**src/rtl/cwsp_pkg.sv**
```systemverilog
package cwsp_pkg;
  // Status / snapshot bit positions (both registers share the layout)
  localparam int unsigned BIT_IDLE_LS    = 0;
  localparam int unsigned BIT_THRESHOLD  = 1;
  localparam int unsigned BIT_ACTIVE_LS  = 2;
  localparam int unsigned BIT_UNKNOWN_OK = 3;
  localparam int unsigned BIT_CASCADE    = 4;
  localparam int unsigned BIT_EBUF_ERR   = 5;
  localparam int unsigned BIT_SUPER_IDLE = 6;
  localparam int unsigned BIT_RSVD       = 7;

  // Position of the inhibit flag inside the interrupt-condition register
  localparam int unsigned INH_BIT = 0;

  typedef enum logic [1:0] {
    SEL_NONE = 2'd0,
    SEL_STAT = 2'd1,
    SEL_CMP  = 2'd2,
    SEL_ICR  = 2'd3
  } reg_sel_e;
endpackage

```
**src/rtl/cwsp_decode.sv**
```systemverilog
module cwsp_decode
  import cwsp_pkg::*;
#(
  parameter int unsigned ADDR_W    = 5,
  parameter int unsigned STAT_ADDR = 'h0E,
  parameter int unsigned CMP_ADDR  = 'h1D,
  parameter int unsigned ICR_ADDR  = 'h02
) (
  input  logic [ADDR_W-1:0] addr,
  output reg_sel_e          sel
);
  always_comb begin
    if (addr == ADDR_W'(STAT_ADDR))     sel = SEL_STAT;
    else if (addr == ADDR_W'(CMP_ADDR)) sel = SEL_CMP;
    else if (addr == ADDR_W'(ICR_ADDR)) sel = SEL_ICR;
    else                                sel = SEL_NONE;
  end
endmodule

```
**src/rtl/cwsp_status.sv**
```systemverilog
module cwsp_status #(
  parameter int unsigned W = 8
) (
  input  logic         clk,
  input  logic         rst,
  input  logic         wr_en,
  input  logic [W-1:0] wdata,
  input  logic [W-1:0] evt_set,
  input  logic [W-1:0] snap,
  output logic [W-1:0] stat,
  output logic         blocked
);
  logic [W-1:0] diff;
  assign diff    = stat ^ snap;
  assign blocked = wr_en && (diff != '0);

  for (genvar i = 0; i < W; i++) begin : g_bit
    always_ff @(posedge clk) begin
      if (rst)                  stat[i] <= 1'b0;
      else if (evt_set[i])      stat[i] <= 1'b1;
      else if (wr_en && !diff[i]) stat[i] <= wdata[i];
    end
  end
endmodule

```
**src/rtl/cwsp_snapshot.sv**
```systemverilog
module cwsp_snapshot #(
  parameter int unsigned W = 8
) (
  input  logic         clk,
  input  logic         rst,
  input  logic         host_wr,
  input  logic [W-1:0] wdata,
  input  logic         capture,
  input  logic [W-1:0] stat,
  output logic [W-1:0] snap
);
  always_ff @(posedge clk) begin
    if (rst)          snap <= '0;
    else if (host_wr) snap <= wdata;
    else if (capture) snap <= stat;
  end
endmodule

```
**src/rtl/cwsp_icr.sv**
```systemverilog
module cwsp_icr
  import cwsp_pkg::*;
#(
  parameter int unsigned W = 8
) (
  input  logic         clk,
  input  logic         rst,
  input  logic         set_inh,
  input  logic         host_wr,
  input  logic [W-1:0] wdata,
  output logic         inh
);
  always_ff @(posedge clk) begin
    if (rst)                           inh <= 1'b0;
    else if (set_inh)                  inh <= 1'b1;
    else if (host_wr && wdata[INH_BIT]) inh <= 1'b0;
  end
endmodule

```
**src/rtl/cw_status_pair.sv**
```systemverilog
module cw_status_pair
  import cwsp_pkg::*;
#(
  parameter int unsigned W         = 8,
  parameter int unsigned ADDR_W    = 5,
  parameter int unsigned STAT_ADDR = 'h0E,
  parameter int unsigned CMP_ADDR  = 'h1D,
  parameter int unsigned ICR_ADDR  = 'h02
) (
  input  logic              clk,
  input  logic              rst,
  input  logic [ADDR_W-1:0] addr,
  input  logic              rd,
  input  logic              wr,
  input  logic [W-1:0]      wdata,
  output logic [W-1:0]      rdata,
  input  logic [W-1:0]      evt_set,
  output logic              wr_inhibit
);
  reg_sel_e     sel;
  logic [W-1:0] stat_q;
  logic [W-1:0] snap_q;
  logic         blocked;
  logic [W-1:0] icr_view;
  logic [W-1:0] rd_mux;

  cwsp_decode #(
    .ADDR_W(ADDR_W), .STAT_ADDR(STAT_ADDR),
    .CMP_ADDR(CMP_ADDR), .ICR_ADDR(ICR_ADDR)
  ) u_dec (
    .addr(addr), .sel(sel)
  );

  cwsp_status #(.W(W)) u_stat (
    .clk(clk), .rst(rst),
    .wr_en(wr && sel == SEL_STAT),
    .wdata(wdata), .evt_set(evt_set),
    .snap(snap_q), .stat(stat_q), .blocked(blocked)
  );

  cwsp_snapshot #(.W(W)) u_snap (
    .clk(clk), .rst(rst),
    .host_wr(wr && sel == SEL_CMP), .wdata(wdata),
    .capture(rd && sel == SEL_STAT), .stat(stat_q),
    .snap(snap_q)
  );

  cwsp_icr #(.W(W)) u_icr (
    .clk(clk), .rst(rst),
    .set_inh(blocked),
    .host_wr(wr && sel == SEL_ICR), .wdata(wdata),
    .inh(wr_inhibit)
  );

  always_comb begin
    icr_view          = '0;
    icr_view[INH_BIT] = wr_inhibit;
  end

  always_comb begin
    unique case (sel)
      SEL_STAT: rd_mux = stat_q;
      SEL_CMP:  rd_mux = snap_q;
      SEL_ICR:  rd_mux = icr_view;
      default:  rd_mux = '0;
    endcase
  end

  always_ff @(posedge clk) begin
    if (rst)     rdata <= '0;
    else if (rd) rdata <= rd_mux;
  end
endmodule

```
**config.mk**
```make
export PLATFORM = sky130hd
export DESIGN_NAME = cw_status_pair
export DESIGN_NICKNAME = d
export VERILOG_FILES = /design/src/rtl/cwsp_pkg.sv /design/src/rtl/cwsp_decode.sv /design/src/rtl/cwsp_status.sv /design/src/rtl/cwsp_snapshot.sv /design/src/rtl/cwsp_icr.sv /design/src/rtl/cw_status_pair.sv
export SDC_FILE = /design/constraint.sdc
export NUM_CORES = 1
export LEC_CHECK = 0
export BUFFER_PORTS_ARGS = -buffer_cell sky130_fd_sc_hd__buf_2
export CELL_PAD_IN_SITES_DETAIL_PLACEMENT = 1
export CELL_PAD_IN_SITES_GLOBAL_PLACEMENT = 1
export CORE_MARGIN = 4
export CORE_UTILIZATION = 35
export CTS_BUF_LIST = sky130_fd_sc_hd__clkbuf_4 sky130_fd_sc_hd__clkbuf_8
export DETAILED_ROUTE_END_ITERATION = 16
export PLACE_DENSITY = 0.82
export SETUP_SLACK_MARGIN = 0.15
export SYNTH_ARGS = -nofsm -noshare
export SYNTH_HDL_FRONTEND = slang
export SYNTH_SLANG_ARGS = --single-unit
```
**constraint.sdc**
```tcl
create_clock -name clk -period 2.49 [get_ports clk]
set_clock_uncertainty 0.05 [all_clocks]
set_input_delay 0.249 -clock clk [delete_from_list [all_inputs] [get_ports clk]]
set_output_delay 0.249 -clock clk [all_outputs]
set_load 0.02 [all_outputs]
```
Word-level counts from Yosys, hierarchy flattened
Index checks and enable logic that the tools add are counted.
{"block": "word_totals", "reg_bits": 25, "inputBits": 25, "word_cells": 75}
{"block": "op_classes", "n_eq_ne": 6, "mux": 24, "bitwise": 1, "n_reduce_logical": 33}
{"cell": "case mux 8 bit (3 select lines)", "count": 1}
{"cell": "nonzero test 2 bit", "count": 10}
{"cell": "two-way mux 1 bit", "count": 18}
{"cell": "two-way mux 8 bit", "count": 2}
{"cell": "logical AND 1 bit", "count": 14}
{"cell": "zero test 1 bit", "count": 8}
{"cell": "nonzero test 8 bit", "count": 1}
{"cell": "XOR 8 bit", "count": 1}
{"cell": "two-way mux 2 bit", "count": 3}
{"cell": "== test 5 x 2 -> 1 bit (second input constant)", "count": 1}
{"cell": "== test 5 x 4 -> 1 bit (second input constant)", "count": 1}
{"cell": "== test 5 bit (second input constant)", "count": 1}
{"cell": "== test 2 bit (second input constant)", "count": 2}
{"cell": "== test 2 x 1 -> 1 bit (second input constant)", "count": 1}

Depth between registers and ports, before layout
Gate-level depths: netlist of run 1.
{"block": "logic_depth", "ltp_word": 9, "ltp_mapped": 6, "ltp_nobuf": 4}

Cells and area by module
A second synthesis of run 1 with hierarchy kept.
{"block": "hier_totals", "cells_unflattened": 142, "area_unflattened_um2": 1391.3}
{"module": "cw_status_pair", "instances": 1, "cells_per_inst": 44, "area_each_um2": 476.7}
{"module": "cwsp_status", "instances": 1, "cells_per_inst": 53, "area_each_um2": 465.4}
{"module": "cwsp_snapshot", "instances": 1, "cells_per_inst": 35, "area_each_um2": 369.1}
{"module": "cwsp_icr", "instances": 1, "cells_per_inst": 4, "area_each_um2": 42.5}
{"module": "cwsp_decode", "instances": 1, "cells_per_inst": 6, "area_each_um2": 37.5}

Worst setup path after synthesis of run 1
No wires, ideal clock.
{"block": "synth_timing", "path_type": "in2reg", "startpoint": "input addr[0]", "endpoint": "register u_stat.stat[0]", "setup_time_ns": 0.115, "arrival_time_ns": 1.217, "required_time_ns": 2.325, "setup_slack_ns": 1.108, "stages": 5, "path_buffers": 1, "path_cell_list": "or3b_1 buf_2 o31ai_1 a21oi_1 o21ba_1"}
{"block": "synth_between", "elab_chain_cells": 8, "elab_cells_between_ends": 10, "cone_classes": "eq/ne (4); mux (3); reduce/logical (3)"}
{"item": "from (decl)", "line_no": "cw_status_pair.sv:12", "source": "input logic [ADDR_W-1:0] addr,"}
{"item": "== test 5 x 2 -> 1 bit", "line_no": "cwsp_decode.sv:15", "source": "else if (addr == ADDR_W'(ICR_ADDR)) sel = SEL_ICR;"}
{"item": "two-way mux 2 bit", "line_no": "cwsp_decode.sv:15"}
{"item": "two-way mux 2 bit", "line_no": "cwsp_decode.sv:14", "source": "else if (addr == ADDR_W'(CMP_ADDR)) sel = SEL_CMP;"}
{"item": "two-way mux 2 bit *", "line_no": "cwsp_decode.sv:13", "source": "if (addr == ADDR_W'(STAT_ADDR)) sel = SEL_STAT;"}
{"item": "== test 2 x 1 -> 1 bit *", "line_no": "cw_status_pair.sv:36", "source": ".wr_en(wr && sel == SEL_STAT),"}
{"item": "logical AND 1 bit *", "line_no": "cw_status_pair.sv:36"}
{"item": "logical AND 1 bit *", "line_no": "cwsp_status.sv:21", "source": "else if (wr_en && !diff[i]) stat[i] <= wdata[i];"}
{"item": "nonzero test 2 bit (no source line) *"}
{"item": "to (signal, indexed assignment)", "line_no": "cwsp_status.sv:21"}
{"item": "to (decl)", "line_no": "cwsp_status.sv:10", "source": "output logic [W-1:0] stat,"}
Every way passes the cells marked *; elsewhere a longest branch is shown, timed or not.
A chain may end at the register's enable or synchronous reset.

Worst setup path after layout of run 1
{"block": "layout_timing", "startpoint": "input addr[0]", "endpoint": "register u_snap.snap[5]"}
{"block": "layout_between", "elab_chain_cells": 7, "elab_cells_between_ends": 12, "cone_classes": "eq/ne (5); mux (4); reduce/logical (3)"}
{"item": "== test 5 x 2 -> 1 bit", "line_no": "cwsp_decode.sv:15"}
{"item": "two-way mux 2 bit", "line_no": "cwsp_decode.sv:15"}
{"item": "two-way mux 2 bit", "line_no": "cwsp_decode.sv:14"}
{"item": "two-way mux 2 bit *", "line_no": "cwsp_decode.sv:13"}
{"item": "== test 2 bit or == test 2 x 1 -> 1 bit (tied branches)", "line_no": "cw_status_pair.sv:43, cw_status_pair.sv:44"}
{"item": "logical AND 1 bit (on tied branches)", "line_no": "cw_status_pair.sv:43, cw_status_pair.sv:44"}
{"item": "two-way mux 8 bit or nonzero test 2 bit (tied branches)"}
{"item": "to (signal assigned)", "line_no": "cwsp_snapshot.sv:14", "source": "else if (host_wr) snap <= wdata;"}
{"item": "to (signal assigned)", "line_no": "cwsp_snapshot.sv:15", "source": "else if (capture) snap <= stat;"}
{"item": "to (decl)", "line_no": "cwsp_snapshot.sv:10", "source": "output logic [W-1:0] snap"}
Marked as above.

==> insert_results.sql, run 1 <==
INSERT INTO impl_metrics (metric_group, metric, value, unit) VALUES
('global_route', 'remaining_global_route_overflow', '0', ''),
('finish', 'syn2layout_area_growth', '15.29', '%'),
('floorplanning', 'num_rows', '22', ''),
('global_route', 'grt_first_pass_wirelength', '6727', 'um'),
('critical_path', 'regToRegEndpoint', 'u_icr.inh$_SDFFE_PP0P_', ''),
('yosys', 'summed_instance_area_of_the_synthesized_netlist', '0.001408', 'sq mm'),
('clock_tree', 'ctsResizeCount', '0', ''),
('place', 'buffer_ports.inserted', '33', ''),
('timing', 'layout_setup_ws', '0.7575', 'ns'),
('timing', 'number_of_slew_limit_violations_in_the_final_report', '0', ''),
('floorplanning', 'die_height', '71.42', 'um'),
('power_and_ir_drop', 'p_switching', '0.2149', 'mW'),
('clock_tree', 'clock-root-buffer', 'sky130_fd_sc_hd__clkbuf_8', ''),
('critical_path', 'critical_path.endpoint', 'u_snap.snap[5]$_SDFFE_PP0P_', ''),
('global_route', 'number_of_antenna_violations_at_the_first_check_in_global_routing', '0', ''),
('place', 'place.detailed.instances', '223', ''),
('place', 'gpl.final_weighted_congestion', '0.7739', ''),
('timing', 'rsz0062_at_grt', 'false', ''),
('yosys', 'synth_largest_type_area_fraction', '35.56', '%'),
('critical_path', 'timing.critical_path.from_type', 'primary input', ''),
('clock_tree', 'cts_num_sinks', '25', ''),
('timing', 'final_min_period_over_clock_period', '69.58', '%'),
('routing', 'drt_drc_violations_left', '0', ''),
('global_route', 'overall_global_routing_usage', '16.38', '%'),
('timing', 'max_clock_freq', '577.2', 'MHz'),
('critical_path', 'path_delay_family', 'simple AND/OR/NAND/NOR gates', ''),
('yosys', 'postSynth.asyncResetShare', '0', '%'),
('power_and_ir_drop', 'power_report.internal_total', '0.5716', 'mW'),
('clock_tree', 'cts_tree', 'yes', ''),
('finish', 'antenna_cells_inserted', '0', ''),
('clock_tree', 'htree_levels', '1', ''),
('clock_tree', 'clkLatencyLatePin', '0.27', 'ns'),
('finish', 'drive_above_1_share', '30.73', '%'),
('finish', 'num-nets-final', '205', ''),
('yosys', 'yosys_register_bits', '25', ''),
('timing', 'worst-slew-pin-transition', '0.7715', 'ns'),
('place', 'dpl.hpwl', '2923', 'um'),
('clock_tree', 'numCtsBuffers', '3', ''),
('timing', 'minimum_clock_period', '1.732', 'ns'),
('yosys', 'synth-seq-area-share', '35.56', '%'),
('power_and_ir_drop', 'worst_ir_drop_vdd', '0.2381', 'mV'),
('timing', 'final.setup.tns', '0', 'ns'),
('clock_tree', 'clock_slew_at_the_register_clock_pins_of_the_worst_setup_and_hold_paths', '0.10', 'ns'),
('power_and_ir_drop', 'switching_portion_of_total_power', '27.32', '%'),
('floorplanning', 'fp.dieW', '71.42', 'um'),
('routing', 'drt_iter0_drc', '72', ''),
('power_and_ir_drop', 'static_leakage', '0.5879', 'nW'),
('finish', 'stdcell_count', '227', ''),
('yosys', 'synthesis.yosys.warnings', '0', ''),
('timing', 'report.final.hold_viol_count', '0', ''),
('timing', 'slew-limit-headroom', '48.22', '%'),
('routing', 'detailroute.via_count', '1380', ''),
('critical_path', 'critPathLaunch', 'addr[0]', ''),
('yosys', 'ys_top_cells_by_area', 'sky130_fd_sc_hd__dfxtp_1 (36%), sky130_fd_sc_hd__a311oi_2 (8.5%), sky130_fd_sc_hd__o31ai_1 (8.0%)', ''),
('yosys', 'synthesis.area_per_instance', '9.261', 'sq um'),
('clock_tree', 'cts_max_path_buffers', '2', ''),
('routing', 'finalWirelength', '4117', 'um'),
('critical_path', 'reg2regPathDepth', '4', ''),
('critical_path', 'reg2reg_setup_slack', '1.26', 'ns'),
('power_and_ir_drop', 'power_frac_comb', '13.4', '%'),
('critical_path', 'critical_path_required', '2.63', 'ns'),
('routing', 'routed_wire_length_per_instance', '18.14', 'um'),
('run_status', 'status', 'finished, final reports clean', ''),
('routing', 'drt_pass1_iterations', '4', ''),
('floorplanning', 'starting_utilization_of_the_core_area', '37.33', '%'),
('place', 'preCtsSetupSlack', '0.4782', 'ns'),
('critical_path', 'critical_path.cell_chain', 'buf_2, nor3b_2, and2_1, nand3_1, a311oi_2', ''),
('routing', 'drtAntennaViolNets', '0', ''),
('critical_path', 'arrival_time_worst_endpoint', '1.87', 'ns'),
('clock_tree', 'post-cts-setup-buffers', '0', ''),
('global_route', 'first_global_vias', '1418', '');
worst min path at each step:
stage | from | endpoint | depth (start not counted)
5_1_grt | evt_set[1] | u_stat.stat[1]$_SDFFE_PP0P_ | 2
6_report | evt_set[5] | u_stat.stat[5]$_SDFFE_PP0P_ | 2
2_1_floorplan | evt_set[0] | u_stat.stat[0]$_SDFFE_PP0P_ | 1
3_5_place_dp | evt_set[7] | u_stat.stat[7]$_SDFFE_PP0P_ | 2
3_3_place_gp | evt_set[3] | u_stat.stat[3]$_SDFFE_PP0P_ | 2
4_1_cts | evt_set[2] | u_stat.stat[2]$_SDFFE_PP0P_ | 2
power groups by stage:
stage	registers [mW]	logic, mW	clock network, mW
final	0.429	0.106	0.251
after global routing	0.431	0.117	0.286
after CTS	0.429	0.106	0.260
after detailed placement	0.438	0.105	0
after global placement	0.437	0.0998	0
after floorplan	0.434	0.0629	0
cells by family (layout without fill, tap and decap cells):
| kind of cell | count (synthesis) | after routing | share of synthesized area [%] |
|---|---|---|---|
| AOI/OAI and AO/OA | 62 | 62 | 36.27 |
| xor gates and xnor gates | 8 | 8 | 4.978 |
| and+or+nand+nor | 46 | 46 | 18.49 |
| DFF | 25 | 25 | 35.56 |
| buffers and inverters | 11 | 38 | 4.711 |
flip-flops by register name, indices dropped and copies added, names as in the netlist:
register	flops
u_snap.snap	8
u_stat.stat	8
rdata	8
u_icr.inh	1
through the flow:
stage / util [%] / cell area (sq um) / hold slack [ns] / total power [mW]
after CTS: 43.03 / 1623 / 0.1372 / 0.7944
after detailed placement: 41.74 / 1574 / 0.4245 / 0.5430
after global routing: 43.03 / 1623 / 0.1286 / 0.8342
after global placement: 41.74 / 1574 / 0.4157 / 0.5366
final: 43.03 / 1623 / 0.1383 / 0.7865
after floorplan: - / 1408 / 0.3320 / 0.4969
area by class of cell:
| type | instances | area [sq um] |
|---|---|---|
| fillers | 464 | 2148 |
| multi-input cells | 116 | 840.8 |
| flip-flops and latches | 25 | 500.5 |
| repair buffers | 34 | 172.7 |
| well taps | 48 | 60.06 |
| clock buffers | 3 | 41.29 |
| clock inverters | 1 | 7.507 |
Yosys cell counts, types with 2 or more instances:
| cell type | count |
|---|---|
| sky130_fd_sc_hd__buf_4 | 2 |
| sky130_fd_sc_hd__a311oi_2 | 8 |
| sky130_fd_sc_hd__nand3_1 | 11 |
| sky130_fd_sc_hd__o31ai_1 | 15 |
| sky130_fd_sc_hd__o21ai_1 | 2 |
| sky130_fd_sc_hd__o21ba_1 | 8 |
| sky130_fd_sc_hd__or3b_2 | 7 |
| sky130_fd_sc_hd__nand4_1 | 3 |
| sky130_fd_sc_hd__or3b_1 | 2 |
| sky130_fd_sc_hd__a21oi_1 | 9 |
| sky130_fd_sc_hd__nor2_1 | 9 |
| sky130_fd_sc_hd__nand2_1 | 8 |
| sky130_fd_sc_hd__buf_2 | 2 |
| sky130_fd_sc_hd__dfxtp_1 | 25 |
| sky130_fd_sc_hd__clkbuf_1 | 5 |
| sky130_fd_sc_hd__a31oi_1 | 8 |
| sky130_fd_sc_hd__buf_6 | 2 |
| sky130_fd_sc_hd__xnor2_1 | 8 |
| sky130_fd_sc_hd__a22oi_1 | 7 |
| sky130_fd_sc_hd__and2_1 | 2 |
placed cells by master (no fill, tap or decap), drive strengths merged:
master,n
a21boi,1
a21oi,9
a221oi,1
a22oi,7
a311oi,8
a31oi,8
a32oi,1
and2,2
and3,1
buf,34
clkbuf,3
clkinvlp,1
dfxtp,25
nand2,8
nand2b,1
nand3,11
nand4,3
nor2,10
nor3b,1
o211ai,1
o21a,1
o21ai,2
o21ba,8
o31ai,15
or3b,9
xnor2,8
per-layer routing:
| layer | GRT usage [%] | wire length (um) | vias up |
|---|---|---|---|
| met1 | 20.78 | 1741 | 681 |
| met2 | 27.86 | 2077 | 50 |
| met3 | 3.226 | 244 | 6 |
| met5 | 0 | 0 | - |
| met4 | 5.010 | 53 | 0 |
| li1 | - | - | 643 |
Note: power is estimated with default switching activity, not from simulation.
==> run 2, diff against run 1 <==
Settings changed: ABC_AREA set to 1, PLACE_DENSITY 0.82 to 0.87.
Clock period 2.49 ns to 1.8 ns, I/O delays scaled along.
==> run 2 against run 1 <==
Against the previous run: power rose by 42%; cell count rose by 47%; critical path depth rose by 2; critical endpoint is now u_icr.inh$_SDFFE_PP0P_.
==> insert_results.sql, run 2 <==
INSERT INTO impl_metrics (metric_group, metric, value, unit) VALUES
('clock_tree', 'cts_tree', 'yes', ''),
('yosys', 'combinational_family_with_the_most_area_after_synthesis', 'simple AND/OR/NAND/NOR gates', ''),
('global_route', 'grt_start_max_net_pins', '21', ''),
('critical_path', 'reg2reg_setup_slack', '0.58', 'ns'),
('critical_path', 'regToRegEndpoint', 'u_icr.inh$_SDFFE_PP0P_', ''),
('yosys', 'synth.cells.most_frequent', 'sky130_fd_sc_hd__nand2_1 (86), sky130_fd_sc_hd__inv_1 (38), sky130_fd_sc_hd__nor2_1 (29), sky130_fd_sc_hd__nand3_1 (28), sky130_fd_sc_hd__dfxtp_1 (25)', ''),
('power_and_ir_drop', 'power-per-cell-area', '630.8', 'mW/mm^2'),
('run', 'cap_viol_max_count', '0', ''),
('power_and_ir_drop', 'pwr-share-clk', '33.1', '%'),
('place', 'gpl.final_weighted_congestion', '0.8250', ''),
('timing', 'minimum_clock_period', '1.225', 'ns'),
('clock_tree', 'htree_levels', '1', ''),
('power_and_ir_drop', 'overall_power_consumption', '1.119', 'mW'),
('clock_tree', 'clock_slew_at_the_register_clock_pins_of_the_worst_setup_and_hold_paths', '0.11', 'ns'),
('clock_tree', 'cts_max_path_buffers', '2', ''),
('yosys', 'synth.area.mux_share', '0', '%'),
('critical_path', 'crit_fanout', '5', ''),
('hold_path', 'holdCritPathClass', 'in2reg', ''),
('critical_path', 'reg2regPathDepth', '7', ''),
('critical_path', 'arrival_time_worst_endpoint', '1.34', 'ns'),
('finish', 'layout_common_cells', 'sky130_fd_sc_hd__nand2_1 (86), sky130_fd_sc_hd__inv_1 (38), sky130_fd_sc_hd__buf_2 (33), sky130_fd_sc_hd__nor2_1 (29), sky130_fd_sc_hd__nand3_1 (28)', ''),
('yosys', 'synth.largest_area_cell', 'sky130_fd_sc_hd__dfxtp_1', ''),
('power_and_ir_drop', 'power_frac_comb', '14.2', '%'),
('power_and_ir_drop', 'static_leakage', '0.8900', 'nW'),
('yosys', 'ys_types', '20', ''),
('critical_path', 'reg2reg_from', 'u_stat.stat[5]$_SDFFE_PP0P_', ''),
('yosys', 'synth_largest_type_area_fraction', '32.92', '%'),
('place', 'dpl.hpwl', '3301', 'um'),
('global_route', 'overall_global_routing_usage', '17.38', '%'),
('timing', 'slew-limit-headroom', '75.91', '%'),
('yosys', 'summed_instance_area_of_the_synthesized_netlist', '0.001520', 'sq mm'),
('timing', 'final_min_period_over_clock_period', '68.04', '%'),
('power_and_ir_drop', 'switching_portion_of_total_power', '30.11', '%'),
('finish', 'largestRegisters', 'rdata (8), u_snap.snap (8), u_stat.stat (8)', ''),
('routing', 'viasPerCell', '4.862', ''),
('power_and_ir_drop', 'p_switching', '0.3370', 'mW'),
('yosys', 'synth_compound_gate_area_share', '6.996', '%'),
('yosys', 'ys_top_cells_by_area', 'sky130_fd_sc_hd__dfxtp_1 (33%), sky130_fd_sc_hd__nand2_1 (21%), sky130_fd_sc_hd__inv_1 (9.4%)', ''),
('clock_tree', 'numCtsBuffers', '3', ''),
('global_route', 'first_global_vias', '1757', ''),
('critical_path', 'timing.critical_path.from_type', 'flip-flop', ''),
('timing', 'worst-slew-pin-transition', '0.3610', 'ns'),
('run_status', 'status', 'finished, final reports clean', ''),
('power_and_ir_drop', 'power_report.internal_total', '0.7822', 'mW'),
('routing', 'drt_pass1_iterations', '4', ''),
('hold_path', 'hold_path_depth', '5', ''),
('routing', 'drtAntennaViolNets', '0', ''),
('yosys', 'synth_simple_gate_area_share', '46.34', '%'),
('yosys', 'synth-seq-area-share', '32.92', '%'),
('critical_path', 'critPathCaptureType', 'flip-flop', ''),
('global_route', 'grt_first_pass_wirelength', '7541', 'um'),
('floorplanning', 'die_height', '73.91', 'um'),
('yosys', 'synth_most_common_cell', 'sky130_fd_sc_hd__nand2_1', ''),
('clock_tree', 'clkLatencyLatePin', '0.28', 'ns'),
('routing', 'routed_wire_length_per_instance', '13.03', 'um'),
('floorplanning', 'num_io_pins', '34', ''),
('finish', 'fill_cells', '600', ''),
('yosys', 'synthesis.yosys.warnings', '0', ''),
('clock_tree', 'cts_num_sinks', '25', ''),
('timing', 'final.setup.tns', '0', 'ns'),
('finish', 'syn2layout_area_growth', '16.71', '%'),
('clock_tree', 'post-cts-setup-buffers', '0', ''),
('timing', 'setup_viol', '0', ''),
('timing', 'rsz0062_at_grt', 'false', ''),
('yosys', 'edff_count_synth', '0', ''),
('power_and_ir_drop', 'sequential_fraction_of_design_power', '52.7', '%'),
('clock_tree', 'post_cts_hold_buffer_count', '0', ''),
('routing', 'detailroute.via_count', '1624', ''),
('finish', 'layout.cells.most_common', 'sky130_fd_sc_hd__nand2_1', ''),
('yosys', 'postSynthCellCount', '253', ''),
('finish', 'num-nets-final', '310', ''),
('power_and_ir_drop', 'worst_ir_drop_vdd', '0.3110', 'mV'),
('critical_path', 'path_class', 'reg2reg', ''),
('floorplanning', 'starting_utilization_of_the_core_area', '37.20', '%'),
('floorplanning', 'fp.dieW', '73.91', 'um'),
('yosys', 'mappedNetlistNets', '278', ''),
('hold_path', 'hold_start', 'evt_set[7]', ''),
('critical_path', 'critical_path_required', '1.92', 'ns'),
('floorplanning', 'num_rows', '23', ''),
('timing', 'report.final.hold_viol_count', '0', ''),
('yosys', 'synthesis.area_per_instance', '6.009', 'sq um'),
('routing', 'finalWirelength', '4351', 'um'),
('place', 'buffer_ports.inserted', '33', ''),
('timing', 'number_of_slew_limit_violations_in_the_final_report', '0', ''),
('timing', 'max_clock_freq', '816.5', 'MHz'),
('routing', 'drt_drc_violations_left', '0', ''),
('clock_tree', 'clock-root-buffer', 'sky130_fd_sc_hd__clkbuf_8', ''),
('hold_path', 'worstHoldEndpoint', 'u_stat.stat[7]$_SDFFE_PP0P_', ''),
('yosys', 'synth_xor_xnor_area_share', '0', '%'),
('floorplanning', 'die_area', '0.005462', 'sq mm'),
('global_route', 'number_of_antenna_violations_at_the_first_check_in_global_routing', '0', ''),
('yosys', 'yosys_register_bits', '25', ''),
('yosys', 'synth_fa_ha_area_share', '0', '%'),
('floorplanning', 'core_area', '0.004086', 'sq mm'),
('yosys', 'postSynth.asyncResetShare', '0', '%'),
('finish', 'drive_above_1_share', '20.42', '%'),
('finish', 'antenna_cells_inserted', '0', ''),
('clock_tree', 'ctsResizeCount', '0', ''),
('yosys', 'dominantRegCellSynth', 'sky130_fd_sc_hd__dfxtp_1', ''),
('routing', 'drt_iter0_drc', '61', ''),
('global_route', 'remaining_global_route_overflow', '0', '');
run 2: worst max-delay path: stages, from the launching register on:
cell                      delay, ns
sky130_fd_sc_hd__dfxtp_1       0.44
sky130_fd_sc_hd__nand2_1       0.08
sky130_fd_sc_hd__nand2_1       0.11
sky130_fd_sc_hd__nand2_1       0.08
sky130_fd_sc_hd__nor2_1        0.14
sky130_fd_sc_hd__nand2_1       0.08
sky130_fd_sc_hd__nand2_1       0.07
sky130_fd_sc_hd__a21oi_1       0.06
run 2: final cells by class:
type | instances | area (sq um) | area share (%)
repair buffers | 36 | 200.2 | 11.28
multi-input cells | 179 | 810.8 | 45.70
inverters | 40 | 151.4 | 8.533
flip-flops and latches | 25 | 500.5 | 28.21
clock inverters | 1 | 7.507 | 0.4231
clock buffers | 3 | 41.29 | 2.327
well taps | 50 | 62.56 | 3.526
run 2: worst max-delay path by stage:
| stage | start | end | slack [ns] | depth (start not counted) |
|---|---|---|---|---|
| 3_3_place_gp | addr[0] | u_stat.stat[7]$_SDFFE_PP0P_ | 0.42 | 10 |
| 2_1_floorplan | addr[0] | u_stat.stat[4]$_SDFFE_PP0P_ | 0.79 | 9 |
| 6_report | u_stat.stat[5]$_SDFFE_PP0P_ | u_icr.inh$_SDFFE_PP0P_ | 0.58 | 7 |
| 4_1_cts | u_stat.stat[5]$_SDFFE_PP0P_ | u_icr.inh$_SDFFE_PP0P_ | 0.58 | 7 |
| 3_5_place_dp | addr[0] | u_stat.stat[4]$_SDFFE_PP0P_ | 0.37 | 10 |
| 5_1_grt | u_stat.stat[4]$_SDFFE_PP0P_ | u_icr.inh$_SDFFE_PP0P_ | 0.50 | 7 |
run 2: stage by stage:
step	cell area (sq um)	util, %	hold WS, ns	worst slack, ns	cells
after floorplan	1520	-	0.3154	0.7931	253
after global placement	1725	42.22	0.4058	0.4182	330
after detailed placement	1725	42.22	0.4114	0.3697	330
after CTS	1774	43.42	0.1177	0.5790	334
after global routing	1774	43.42	0.1393	0.5021	334
final	1774	43.42	0.1123	0.5752	334
run 2: cell families after synthesis:
family	after synthesis
simple gates	163
flops	25
compound gates	16
buf+inv	49
run 2: power by group through the flow:
stage / Combinational (mW) / Clock [mW] / Sequential, mW
finish: 0.159 / 0.371 / 0.589
global route: 0.182 / 0.399 / 0.592
CTS: 0.160 / 0.374 / 0.589
detailed placement: 0.159 / 0 / 0.602
global placement: 0.155 / 0 / 0.601
floorplan: 0.0986 / 0 / 0.598
run 2: per-layer routing:
metal  vias up  share of wire (%)  global-route usage [%]
met5         -                  0                       0
met2        30                 49                   32.09
met1       745                 46                   20.25
met3        11                3.4                   2.462
met4         0                1.9                   6.036
li1        838                  -                       -
